===== config.mk =====
export PLATFORM = sky130hd
export DESIGN_NAME = tilemap_pixel_fetch
export DESIGN_NICKNAME = d
export VERILOG_FILES = /design/src/rtl/tmf_pkg.sv /design/src/rtl/tmf_map_addr.sv /design/src/rtl/tmf_pat_addr.sv /design/src/rtl/tmf_pixel_pick.sv /design/src/rtl/tilemap_pixel_fetch.sv
export SDC_FILE = /design/constraint.sdc
export NUM_CORES = 1
export LEC_CHECK = 0
export ABC_CLOCK_PERIOD_IN_PS = 4630
export BUFFER_PORTS_ARGS = -buffer_cell sky130_fd_sc_hd__buf_2
export CAP_MARGIN = 20
export CORE_MARGIN = 3
export CORE_UTILIZATION = 25
export CTS_BUF_LIST = sky130_fd_sc_hd__clkbuf_4
export CTS_CLUSTER_SIZE = 28
export DETAILED_ROUTE_END_ITERATION = 16
export SYNTH_ARGS = -nofsm -noshare
export SYNTH_HDL_FRONTEND = slang
export SYNTH_HIERARCHICAL = 1
export SYNTH_SLANG_ARGS = --single-unit
export TNS_END_PERCENT = 50

===== constraint.sdc =====
create_clock -name clk -period 4.63 [get_ports clk]
set_input_delay 0.6945 -clock clk [delete_from_list [all_inputs] [get_ports clk]]
set_output_delay 0.6945 -clock clk [all_outputs]
set_load 0.005 [all_outputs]

===== src/rtl/tmf_pkg.sv =====
package tmf_pkg;

   typedef enum logic [1:0] {
      ST_IDLE = 2'd0,
      ST_ATTR = 2'd1,
      ST_PAT  = 2'd2,
      ST_DONE = 2'd3
   } fetch_state_t;

   typedef struct packed {
      logic        prio;
      logic [1:0]  pal;
      logic        vflip;
      logic        hflip;
      logic [10:0] index;
   } tile_desc_t;

   // table width code to row shift; code 2 is the degenerate setting
   function automatic logic [2:0] row_shift(input logic [1:0] code);
      case (code)
         2'd0:    row_shift = 3'd5;
         2'd1:    row_shift = 3'd6;
         2'd3:    row_shift = 3'd7;
         default: row_shift = 3'd0;
      endcase
   endfunction

endpackage


===== src/rtl/tmf_map_addr.sv =====
module tmf_map_addr #(
   parameter int ADDR_W  = 15,
   parameter int COORD_W = 10
) (
   input  logic [ADDR_W-1:0]  base_i,
   input  logic [2:0]         shift_i,
   input  logic [COORD_W-1:0] x_i,
   input  logic [COORD_W-1:0] y_i,
   output logic [ADDR_W-1:0]  addr_o
);
   logic [ADDR_W-1:0] col_w, row_w;

   assign col_w  = ADDR_W'(x_i >> 3);
   assign row_w  = ADDR_W'(y_i >> 3);
   assign addr_o = base_i + (row_w << shift_i) + col_w;
endmodule


===== src/rtl/tmf_pat_addr.sv =====
module tmf_pat_addr
   import tmf_pkg::*;
#(
   parameter int ADDR_W = 15
) (
   input  tile_desc_t        desc_i,
   input  logic [2:0]        x_lo_i,
   input  logic [2:0]        y_lo_i,
   output logic [ADDR_W-1:0] addr_o,
   output logic [1:0]        sel_o
);
   logic [2:0] px, py;

   assign px     = x_lo_i ^ {3{desc_i.hflip}};
   assign py     = y_lo_i ^ {3{desc_i.vflip}};
   assign addr_o = ADDR_W'({desc_i.index, 4'b0000}) + ADDR_W'({py, px[2]});
   assign sel_o  = px[1:0];
endmodule


===== src/rtl/tmf_pixel_pick.sv =====
module tmf_pixel_pick (
   input  logic [15:0] word_i,
   input  logic [1:0]  sel_i,
   input  logic [1:0]  pal_i,
   input  logic        prio_i,
   output logic [5:0]  color_o,
   output logic        prio_o
);
   logic [3:0] nib;

   always_comb begin
      case (sel_i)
         2'd0:    nib = word_i[15:12];
         2'd1:    nib = word_i[11:8];
         2'd2:    nib = word_i[7:4];
         default: nib = word_i[3:0];
      endcase
   end

   assign color_o = (nib == 4'd0) ? 6'd0 : {pal_i, nib};
   assign prio_o  = (nib != 4'd0) && prio_i;
endmodule


===== src/rtl/tilemap_pixel_fetch.sv =====
module tilemap_pixel_fetch
   import tmf_pkg::*;
#(
   parameter  int ADDR_W       = 15,
   parameter  int COORD_W      = 10,
   parameter  bit WINDOW_PLANE = 1'b0,
   localparam int BASE_SHIFT   = WINDOW_PLANE ? 10 : 12,
   localparam int FIELD_W      = ADDR_W - BASE_SHIFT
) (
   input  logic               clk,
   input  logic               rst,
   input  logic               cfg_we,
   input  logic [FIELD_W-1:0] cfg_base,
   input  logic [1:0]         cfg_size,
   input  logic               req,
   input  logic [COORD_W-1:0] px_x,
   input  logic [COORD_W-1:0] px_y,
   output logic               vram_re,
   output logic [ADDR_W-1:0]  vram_addr,
   input  logic [15:0]        vram_rdata,
   output logic               busy,
   output logic               pix_valid,
   output logic [5:0]         pix_color,
   output logic               pix_prio
);
   if (ADDR_W < 15) begin : g_bad_addr
      $error("ADDR_W must be at least 15");
   end
   if (COORD_W < 4) begin : g_bad_coord
      $error("COORD_W must be at least 4");
   end

   fetch_state_t      state;
   logic [FIELD_W-1:0] base_q;
   logic [1:0]        size_q;
   logic [2:0]        x_lo_q, y_lo_q, sel_q;
   logic [1:0]        pal_q;
   logic              prio_q;
   logic [ADDR_W-1:0] base_addr, map_addr, pat_addr;
   logic [1:0]        sel_d;
   logic [5:0]        color_d;
   logic              prio_d;

   // base granularity chosen by plane variant
   if (WINDOW_PLANE) begin : g_win_base
      assign base_addr = {base_q, 10'd0};
   end else begin : g_scroll_base
      assign base_addr = {base_q, 12'd0};
   end

   tmf_map_addr #(.ADDR_W(ADDR_W), .COORD_W(COORD_W)) u_map (
      .base_i (base_addr),
      .shift_i(row_shift(size_q)),
      .x_i    (px_x),
      .y_i    (px_y),
      .addr_o (map_addr)
   );

   tmf_pat_addr #(.ADDR_W(ADDR_W)) u_pat (
      .desc_i(tile_desc_t'(vram_rdata)),
      .x_lo_i(x_lo_q),
      .y_lo_i(y_lo_q),
      .addr_o(pat_addr),
      .sel_o (sel_d)
   );

   tmf_pixel_pick u_pick (
      .word_i (vram_rdata),
      .sel_i  (sel_q[1:0]),
      .pal_i  (pal_q),
      .prio_i (prio_q),
      .color_o(color_d),
      .prio_o (prio_d)
   );

   assign busy      = (state != ST_IDLE);
   assign pix_valid = (state == ST_DONE);
   assign vram_re   = ((state == ST_IDLE) && req) || (state == ST_ATTR);
   assign vram_addr = (state == ST_ATTR) ? pat_addr : map_addr;

   always_ff @(posedge clk) begin
      if (rst) begin
         state     <= ST_IDLE;
         base_q    <= '0;
         size_q    <= '0;
         x_lo_q    <= '0;
         y_lo_q    <= '0;
         sel_q     <= '0;
         pal_q     <= '0;
         prio_q    <= 1'b0;
         pix_color <= '0;
         pix_prio  <= 1'b0;
      end else begin
         if (cfg_we) begin
            base_q <= cfg_base;
            size_q <= cfg_size;
         end
         case (state)
            ST_IDLE: if (req) begin
               x_lo_q <= px_x[2:0];
               y_lo_q <= px_y[2:0];
               state  <= ST_ATTR;
            end
            ST_ATTR: begin
               sel_q  <= {1'b0, sel_d};
               pal_q  <= vram_rdata[14:13];
               prio_q <= vram_rdata[15];
               state  <= ST_PAT;
            end
            ST_PAT: begin
               pix_color <= color_d;
               pix_prio  <= prio_d;
               state     <= ST_DONE;
            end
            default: state <= ST_IDLE;
         endcase
      end
   end
endmodule


After elaboration in Yosys (flattened, before gate mapping)
Cells that the tools add are included.
{"block": "word_totals", "elab_cells": 40, "ram_bits": 0, "memories": 0, "reg_bits": 25, "romBits": 0, "input_bits": 45, "out_inout_bits": 25, "latchBits": 0}
{"block": "op_classes", "bitwise_logic": 2, "n_lt_le_gt_ge": 0, "n_reduce_logical": 10, "mux": 6, "multipliers": 0, "eq_ne": 8, "n_div": 0, "shift": 1, "addsub": 3}
{"operator": "adder 15 bit", "n": 1}
{"operator": "adder 15 x 4 -> 15 bit", "n": 1}
{"operator": "adder 15 x 7 -> 15 bit", "n": 1}
{"operator": "two-way mux 15 bit", "n": 1}
{"operator": "left shift 7 x 3 -> 15 bit", "n": 1}
{"operator": "case mux 4 bit (3 select lines)", "n": 1}
{"operator": "case mux 3 bit (3 select lines)", "n": 1}
{"operator": "== test 2 bit, second input constant", "n": 4}
{"operator": "== test 2 x 1 -> 1 bit, second input constant", "n": 3}
{"operator": "zero test 2 bit", "n": 3}
{"operator": "two-way mux 6 bit", "n": 1}
{"operator": "case mux 2 bit (3 select lines)", "n": 1}
{"operator": "XOR 3 bit", "n": 2}
{"operator": "zero test 4 bit", "n": 1}
{"operator": "nonzero test 4 bit", "n": 1}
{"operator": "logical AND 1 bit", "n": 2}
{"operator": "two-way mux 2 bit", "n": 1}
{"operator": "!= test 2 bit, second input constant", "n": 1}
{"operator": "AND reduction 2 bit", "n": 1}
{"operator": "nonzero test 2 bit", "n": 1}
{"operator": "logical OR 1 bit", "n": 1}

Longest topological paths before layout
Gate-level depths: netlist (run 1).
{"block": "logic_depth", "depth_word": 6, "depth_mapped": 18, "ltp_nobuf": 17}

Hierarchy
Netlist (run 1), hierarchy kept.
{"mod": "tilemap_pixel_fetch", "seq_area_each_um2": 500.5, "cells_per_inst": 125, "area_per_inst_um2": 1280.0, "n_inst": 1}
{"mod": "tmf_map_addr", "seq_area_each_um2": 0.0, "cells_per_inst": 144, "area_per_inst_um2": 1112.3, "n_inst": 1}
{"mod": "tmf_pat_addr", "seq_area_each_um2": 0.0, "cells_per_inst": 17, "area_per_inst_um2": 135.1, "n_inst": 1}
{"mod": "tmf_pixel_pick", "seq_area_each_um2": 0.0, "cells_per_inst": 7, "area_per_inst_um2": 127.6, "n_inst": 1}

Worst setup path before layout (run 1)
OpenSTA, ideal clock, no wires.
{"block": "synth_path", "path_type": "flip-flop to output port", "from": "register size_q[1]", "to": "output port vram_addr[14]", "slack_ns": 0.031, "path_buffers": 1, "path_stages_with_launch": 17, "required_time_ns": 3.936, "t_arrival_ns": 3.904, "cell_sequence": "dfxtp_1 -> inv_1 -> ha_1 -> or2_2 -> clkbuf_1 -> mux2_1 -> o21ai_1 -> o22ai_1 -> fa_1 -> ha_1 -> a21oi_2 -> nand2_1 -> o211ai_2 -> a31oi_1 -> or4b_1 -> and3_1 -> mux2_2"}
{"block": "synth_via", "elab_chain_len": 6, "elab_cells_between_ends": 8, "cone_classes": "2 x add/sub; 2 x eq/ne; 1 x shift; 2 x mux; 1 x reduce/logical"}
{"element": "from (decl)", "line": "tilemap_pixel_fetch.sv:35", "text": "logic [1:0] size_q;"}
{"element": "from (signal assigned)", "line": "tilemap_pixel_fetch.sv:96", "text": "size_q <= cfg_size;"}
{"element": "== test 2 bit, or another cell as far along", "line": "tmf_pkg.sv:20", "text": "case (code)"}
{"element": "case mux 3 bit (3 select lines) *", "line": "tmf_pkg.sv:20"}
{"element": "left shift 7 x 3 -> 15 bit *", "line": "tmf_map_addr.sv:15", "text": "assign addr_o = base_i + (row_w << shift_i) + col_w;"}
{"element": "adder 15 bit *", "line": "tmf_map_addr.sv:15"}
{"element": "adder 15 x 7 -> 15 bit *", "line": "tmf_map_addr.sv:15"}
{"element": "named net map_addr[14]", "line": "tilemap_pixel_fetch.sv:39", "text": "logic [ADDR_W-1:0] base_addr, map_addr, pat_addr;"}
{"element": "two-way mux 15 bit *", "line": "tilemap_pixel_fetch.sv:79", "text": "assign vram_addr = (state == ST_ATTR) ? pat_addr : map_addr;"}
{"element": "to (decl)", "line": "tilemap_pixel_fetch.sv:19", "text": "output logic [ADDR_W-1:0] vram_addr,"}
Mark *: on every way through the listed nets, which the timed path passes. The rest lies on a longest branch.

Final worst setup path (run 1)
Same ends and word-level chain as after synthesis.

==> impl_results.md, run 1 <==
* Setup violators final at 6
* DR WL/cell at 15.03 µm
* Gate Count Post-Synth at 293
* Synth Flop Type: dfxtp_1
* Die width at 109.1 µm
* Pwr dens at 387.3 nW/µm²
* Post-route insts no fill at 506
* Mux contribution to synthesized area at 20.31%
* Critical-path cell list: inv_4 -> ha_4 -> or2_4 -> buf_6 -> mux2i_4 -> nor2_2 -> a31oi_2 -> nor2_1 -> fa_1 -> ha_1 -> a21oi_2 -> nor2_2 -> o211ai_2 -> a31oi_1 -> or4b_1 -> and3_1 -> mux2_2 -> buf_2
* Pre-Repair DR Iteration Count at 4
* Slowest cell on crit path: or4b_1
* Clock Pin Slew Worst Setup and Hold Paths at 0.15 ns
* RD Place Congestion at 0.8316
* Worst Max-Slew Pin Slew at 1.081 ns
* Die height at 109.1 µm
* Slew Limit Fails at 0
* Full die area at 11890 µm²
* Iter 0 DRT Violations at 132
* Net Sw Frac at 42.16%
* Peak VDD IR at 222.8 µV
* Area after DPL at 3115 µm²
* Hold crit path type: reg -> reg
* Switching pwr at 563.5 µW
* Critical Path Sink Type: primary output
* RSZ-0062 raised after global routing: true
* Hold WS at 0.5163 ns
* Cts bufs inserted at 3
* Post-Route Skew at 0.003546 ns
* Via count at 2365
* Cell seen most often among critical-path stages: nor2_2
* Largest family of logic cells by synthesized area: multiplexers
* Core area at 10040 µm²
* First-pass GRT wire length at 11.90 mm
* Avg Cell Area, Syn at 9.062 µm²
* IO Count at 70
* Post-synth ARST share at 0%
* Required @ worst endpoint at 3.94 ns
* Synth warn at 6
* Number of enable flip-flop cells after synthesis at 0
* Status: finished, violations left
* Final Hold Vio Count at 0
* DP Cell Count at 491
* Final period utilization at 106.4%
* Initial antenna violation count at 0
* Failing checks: setup timing
* Compound-Gate Fraction of Synth Area at 13.90%
* Diodes inserted at 0
* Crit path time final at 4.928 ns
* Number of port buffers at 69
* Logic gate share of total power at 70.2%
* CP max FO at 5
* Post-CTS Hold Buffers at 0
* # H-tree levels at 1
* DRT antenna net count at 0
* Starting Density at 26.43%
* Nets at 454
* DP Wirelength at 5.902 mm
* Area share of fa/ha/maj cells after synthesis at 18.76%
* Register area share after synthesis at 18.85%
* Post-layout worst setup margin at -0.2985 ns
* Syn-to-layout area delta at 29.97%
* Clk sink count at 25
* Clock buffer depth at 2
* DR DRC count at 0
* MaxCap Viol Count at 0
* Critical path class: reg -> out
* GR Util All Layers at 12.57%
* Mapped cell area at 2655 µm²
* F_max at 202.9 MHz
* Design area at 3451 µm²
* Sequential share of power at 21.9%
* TritonCTS clock tree: yes
* Core Rows at 36
* Number of vias per cell at 4.674
* Slew headroom at 27.94%
* Vias in the first global route at 2337
* Number of synthesized register bits at 25
* Lkg Pwr at 1.572 nW
* Design Power at 1.337 mW
* Max stage delay on crit path at 0.48 ns
* Largest net degree at the start of global routing at 27
* Simple-gate share of the synthesized area at 13.67%
* Clock share of power at 7.9%
* Post-Route WL at 7.604 mm
* Share of cells above drive strength 1 at 43.43%
* Utilization after layout at 34.35%
* Worst EP arrival at 4.23 ns
* Worst setup SP type: flop
* Xor/xnor cell area share of the yosys netlist at 5.938%
* Root Driver: clkbuf_4
* Pint at 773.1 µW
* Final global-route overflow total at 0
* Worst skew pair latency at 0.33 ns
* Synth cell types at 51
==> per-layer routing <==
metal | wire [µm] | up-vias | global-route usage (%)
met5 | 0 | - | 0
met4 | 138 | 0 | 2.615
met1 | 3245 | 1121 | 16.06
li1 | - | 1172 | -
met2 | 3852 | 62 | 22.28
met3 | 367 | 10 | 1.895
==> layout make-up <==
| class | instances | area, µm² |
|---|---|---|
| well taps | 133 | 166.4 |
| flip-flops and latches | 25 | 505.5 |
| fillers | 1052 | 6594 |
| inverters | 17 | 66.31 |
| clock buffers | 3 | 22.52 |
| clock inverters | 1 | 7.507 |
| multi-input cells | 239 | 2175 |
| repair buffers | 88 | 508.0 |
==> Yosys cell counts (8+ instances only) <==
cell	instances	area, µm²
nor2_1	35	131.4
ha_1	27	337.8
dfxtp_1	25	500.5
mux2i_1	22	220.2
mux2_2	18	202.7
inv_1	17	63.81
buf_4	15	112.6
a21oi_1	12	60.06
nand2_1	12	45.04
xor2_1	11	96.34
fa_1	8	160.2
nand3_1	8	40.04
==> cells by family after synthesis <==
kind of cell / count (synthesis)
buf+inv: 41
mux: 46
compound gates: 50
flops: 25
fa+ha+maj: 35
simple gates: 77
other cells: 1
xor+xnor: 18
==> path summary, 6_finish.rpt <==
check               start       endpoint  slack (ns)  depth (start not counted)
max             size_q[1]  vram_addr[14]       -0.30                         18
min          pix_color[0]   pix_color[0]        0.52                          2
max reg2reg      sel_q[0]       pix_prio        2.77                          4
min reg2reg  pix_color[0]   pix_color[0]        0.52                          2
==> sequential cells by signal, summed over array words and instances (netlist names) <==
signal	cells
pix_color	6
pix_prio	1
x_lo_q	3
size_q	2
state	2
y_lo_q	3
base_q	3
prio_q	1
pal_q	2
sel_q	2
==> worst max-delay path, delay by kind of cell (launching register included) <==
family                   cells  cell delay, ns
AND/OR/NAND/NOR              6            1.14
adder cells (fa/ha/maj)      3            0.93
AO/OA/AOI/OAI                4            0.70
multiplexers                 2            0.43
flip-flops                   1            0.41
buffers and inverters        3            0.30
==> power groups by stage <==
| stage | combinational (mW) | clock (mW) | sequential [mW] |
|---|---|---|---|
| 2_1_floorplan | 0.594 | 0 | 0.290 |
| 3_3_place_gp | 0.830 | 0 | 0.296 |
| 3_5_place_dp | 0.832 | 0 | 0.298 |
| 4_1_cts | 0.905 | 0.109 | 0.294 |
| 5_1_grt | 1.03 | 0.121 | 0.301 |
| 6_report | 0.938 | 0.106 | 0.293 |
==> through the flow <==
step | TNS [ns] | worst slack [ns]
final | -1.127 | -0.2985
after global routing | -2.578 | -0.4837
after CTS | -0.6382 | -0.2774
after detailed placement | -0.3931 | -0.1892
after global placement | -0.02229 | -0.02229
after floorplan | 0 | 0.03136
==> timing repair <==
action                     CTS  global route
setup endpoints to repair    9             9
setup buffers                9             1
pin swaps                   12            11
gates resized for setup     36            15
gates cloned                 1             0
==> cells in the final DEF, fill, tap and decap left out, drive strengths merged, types with 2 or more instances in the layout <==
cell type  instances
buf               88
nor2              36
ha                27
dfxtp             25
mux2i             22
mux2              20
inv               17
a21oi             15
conb              12
nand2             12
xor2              11
nand3              8
fa                 8
xnor2              7
a21bo              6
o22ai              5
a211oi             4
a21o               4
mux4               4
o21ai              4
clkbuf             3
and2               3
nor3               3
o21a               3
o41a               3
and3               3
or2                2
nand2b             2
or3                2
nand4              2
a31oi              2
o211ai             2
nor2b              2
No activity file was read; power rests on OpenSTA's default activity.
==> run 2, diff against run 1 <==
--- a/config.mk
+++ b/config.mk
@@ -13,6 +13,7 @@
 export CTS_BUF_LIST = sky130_fd_sc_hd__clkbuf_4
 export CTS_CLUSTER_SIZE = 28
 export DETAILED_ROUTE_END_ITERATION = 16
+export REMOVE_ABC_BUFFERS = 1
 export SYNTH_ARGS = -nofsm -noshare
 export SYNTH_HDL_FRONTEND = slang
 export SYNTH_HIERARCHICAL = 1
==> run 2 against run 1 <==
  * The run still ends with setup timing left
  * Combinational power decreased by 2%
  * Critical path depth decreased by 1
  * First-iteration DRC count decreased by 28%
  * Register-to-register slack about the same
  * Sequential power about the same
  * Non-clock buffer count increased by 4
  * Via count decreased by 1.6%
==> impl_results.md, run 2 (synthesized netlist as in run 1, its figures left out) <==
* Status: finished, violations left (unchanged)
* Failing checks: setup timing (unchanged)
* Root Driver: clkbuf_4 (unchanged)
* Area after DPL at 3131 µm² (was 3115 µm²)
* DR DRC count at 0 (unchanged)
* Reg2Reg Capture Point: pix_prio (unchanged)
* Slew headroom at 59.49% (was 27.94%)
* Hold crit path type: reg -> reg (unchanged)
* Number of vias per cell at 4.572 (was 4.674)
* Number of flip-flops in the largest register at 6 (unchanged)
* Via count at 2327 (was 2365)
* Most common cell after layout, fill and taps aside: buf_2 (unchanged)
* TritonCTS clock tree: yes (unchanged)
* Worst Max-Slew Pin Slew at 0.6076 ns (was 1.081 ns)
* Reg2Reg Depth at 4 (unchanged)
* GR Util All Layers at 11.74% (was 12.57%)
* Most frequent cells in the layout: 67 x buf_2, 29 x nor2_1, 23 x dfxtp_1 (unchanged)
* Clk sink count at 25 (unchanged)
* Die width at 109.1 µm (unchanged)
* Crit path from: size_q[0] (was size_q[1])
* Final Hold Vio Count at 0 (unchanged)
* MaxCap Viol Count at 0 (unchanged)
* R2R Path Start: sel_q[0] (unchanged)
* Peak VDD IR at 241.2 µV (was 222.8 µV)
* Post-CTS Hold Buffers at 0 (unchanged)
* Core area at 10040 µm² (unchanged)
* Number of port buffers at 69 (unchanged)
* Initial antenna violation count at 0 (unchanged)
* Diodes inserted at 0 (unchanged)
* F_max at 200.4 MHz (was 202.9 MHz)
* Utilization after layout at 34.34% (was 34.35%)
* RD Place Congestion at 0.8057 (was 0.8316)
* Pwr dens at 384.1 nW/µm² (was 387.3 nW/µm²)
* Critical Path Sink Type: primary output (unchanged)
* Post-Route WL at 6.949 mm (was 7.604 mm)
* Design area at 3450 µm² (was 3451 µm²)
* Post-layout worst setup margin at -0.3589 ns (was -0.2985 ns)
* Worst setup SP type: flop (unchanged)
* Final period utilization at 107.8% (was 106.4%)
* # H-tree levels at 1 (unchanged)
* DR WL/cell at 13.65 µm (was 15.03 µm)
* Clock Pin Slew Worst Setup and Hold Paths at 0.16 ns (was 0.15 ns)
* Top reg by flops: pix_color (unchanged)
* Syn-to-layout area delta at 29.92% (was 29.97%)
* Iter 0 DRT Violations at 95 (was 132)
* Core Rows at 36 (unchanged)
* IO Count at 70 (unchanged)
* Clock buffer depth at 2 (unchanged)
* Worst skew pair latency at 0.34 ns (was 0.33 ns)
* DP Wirelength at 5.520 mm (was 5.902 mm)
* Crit path capture: vram_addr[14] (unchanged)
* Required @ worst endpoint at 3.94 ns (about the same)
* Worst EP arrival at 4.29 ns (was 4.23 ns)
* Setup violators final at 6 (unchanged)
* Post-Route Skew at 0.006034 ns (was 0.003546 ns)
* Largest net degree at the start of global routing at 27 (unchanged)
* Crit path time final at 4.989 ns (was 4.928 ns)
* Vias in the first global route at 2388 (was 2337)
* Reg-to-reg setup timing slack at 2.77 ns (about the same)
* Share of cells above drive strength 1 at 43.62% (was 43.43%)
* Final global-route overflow total at 0 (unchanged)
* Lkg Pwr at 1.590 nW (was 1.572 nW)
* CP max FO at 7 (was 5)
* Pre-Repair DR Iteration Count at 4 (unchanged)
* RSZ-0062 raised after global routing: true (unchanged)
* Starting Density at 26.43% (unchanged)
* Die height at 109.1 µm (unchanged)
* DRT antenna net count at 0 (unchanged)
* Nets at 457 (was 454)
* Critical path class: reg -> out (unchanged)
* Slew Limit Fails at 0 (unchanged)
* Cts bufs inserted at 3 (unchanged)
* Full die area at 11890 µm² (unchanged)
* First-pass GRT wire length at 11.23 mm (was 11.90 mm)
run 2: cell types whose count changed in the layout (fill, tap and decap cells not counted), sizes merged:
cell  change
or2       -1
buf       +4
run 2: how the worst min path moves through the flow:
stage,start,endpoint,cells past startpoint
finish,pix_color[0],pix_color[0],2
global placement,pix_color[2],pix_color[2],2
floorplan,pal_q[0],pal_q[0],2
detailed placement,pix_color[3],pix_color[3],2
CTS,prio_q,prio_q,2
global route,cfg_base[2],base_q[2],3
run 2: final cells by class:
type / instances / area (µm²)
clock buffers: 3 / 22.52
clock inverters: 1 / 7.507
well taps: 133 / 166.4
fillers: 1059 / 6595
flip-flops and latches: 25 / 508.0
repair buffers: 92 / 538.0
multi-input cells: 238 / 2143
inverters: 17 / 63.81
run 2: worst max-delay path: stages (launching register included):
cell and delay (ns):
dfxtp_4 0.39, ha_2 0.17, or2_4 0.29, buf_6 0.13, mux2i_4 0.18, nor2_2 0.06
a31oi_2 0.19, nor2_2 0.08, fa_1 0.57, ha_1 0.24, a21oi_2 0.18, nor2_2 0.06
o211ai_2 0.21, a31oi_2 0.13, or4b_1 0.53, and3_4 0.16, mux2_4 0.27, buf_6 0.12
run 2: metrics by stage:
step           std cells  total power [mW]  hold WS (ns)  worst slack (ns)  setup TNS [ns]
2_1_floorplan        280            0.8449        0.4612            0.1693               0
3_3_place_gp         493             1.119        0.4816          0.001529               0
3_5_place_dp         493             1.126        0.4885          -0.06913        -0.09775
4_1_cts              503             1.297        0.5290           -0.2428         -0.6716
5_1_grt              509             1.445        0.5528           -0.5740          -2.907
6_report             509             1.325        0.5205           -0.3589          -1.249
run 2: power by group:
part / total (mW) / leakage, nW / internal, mW / switching [mW]
Clock: 0.109 / 0.0139 / 0.0332 / 0.0761
Combinational: 0.923 / 1.37 / 0.483 / 0.441
Sequential: 0.293 / 0.206 / 0.257 / 0.0360
run 2: repair_timing:
action / CTS / global route
setup buffers: 6 / 6
pin swaps: 11 / 15
setup endpoints to repair: 8 / 9
gates resized for setup: 29 / 19
endpoints found under the hold margin: 0 / 0
run 2: metal layers:
metal	up-vias	routed length, µm	GRT usage, %
met3	5	352	2.250
met2	48	3364	20.96
li1	1176	-	-
met5	-	0	0
met1	1098	3173	15.03
met4	0	59	1.353
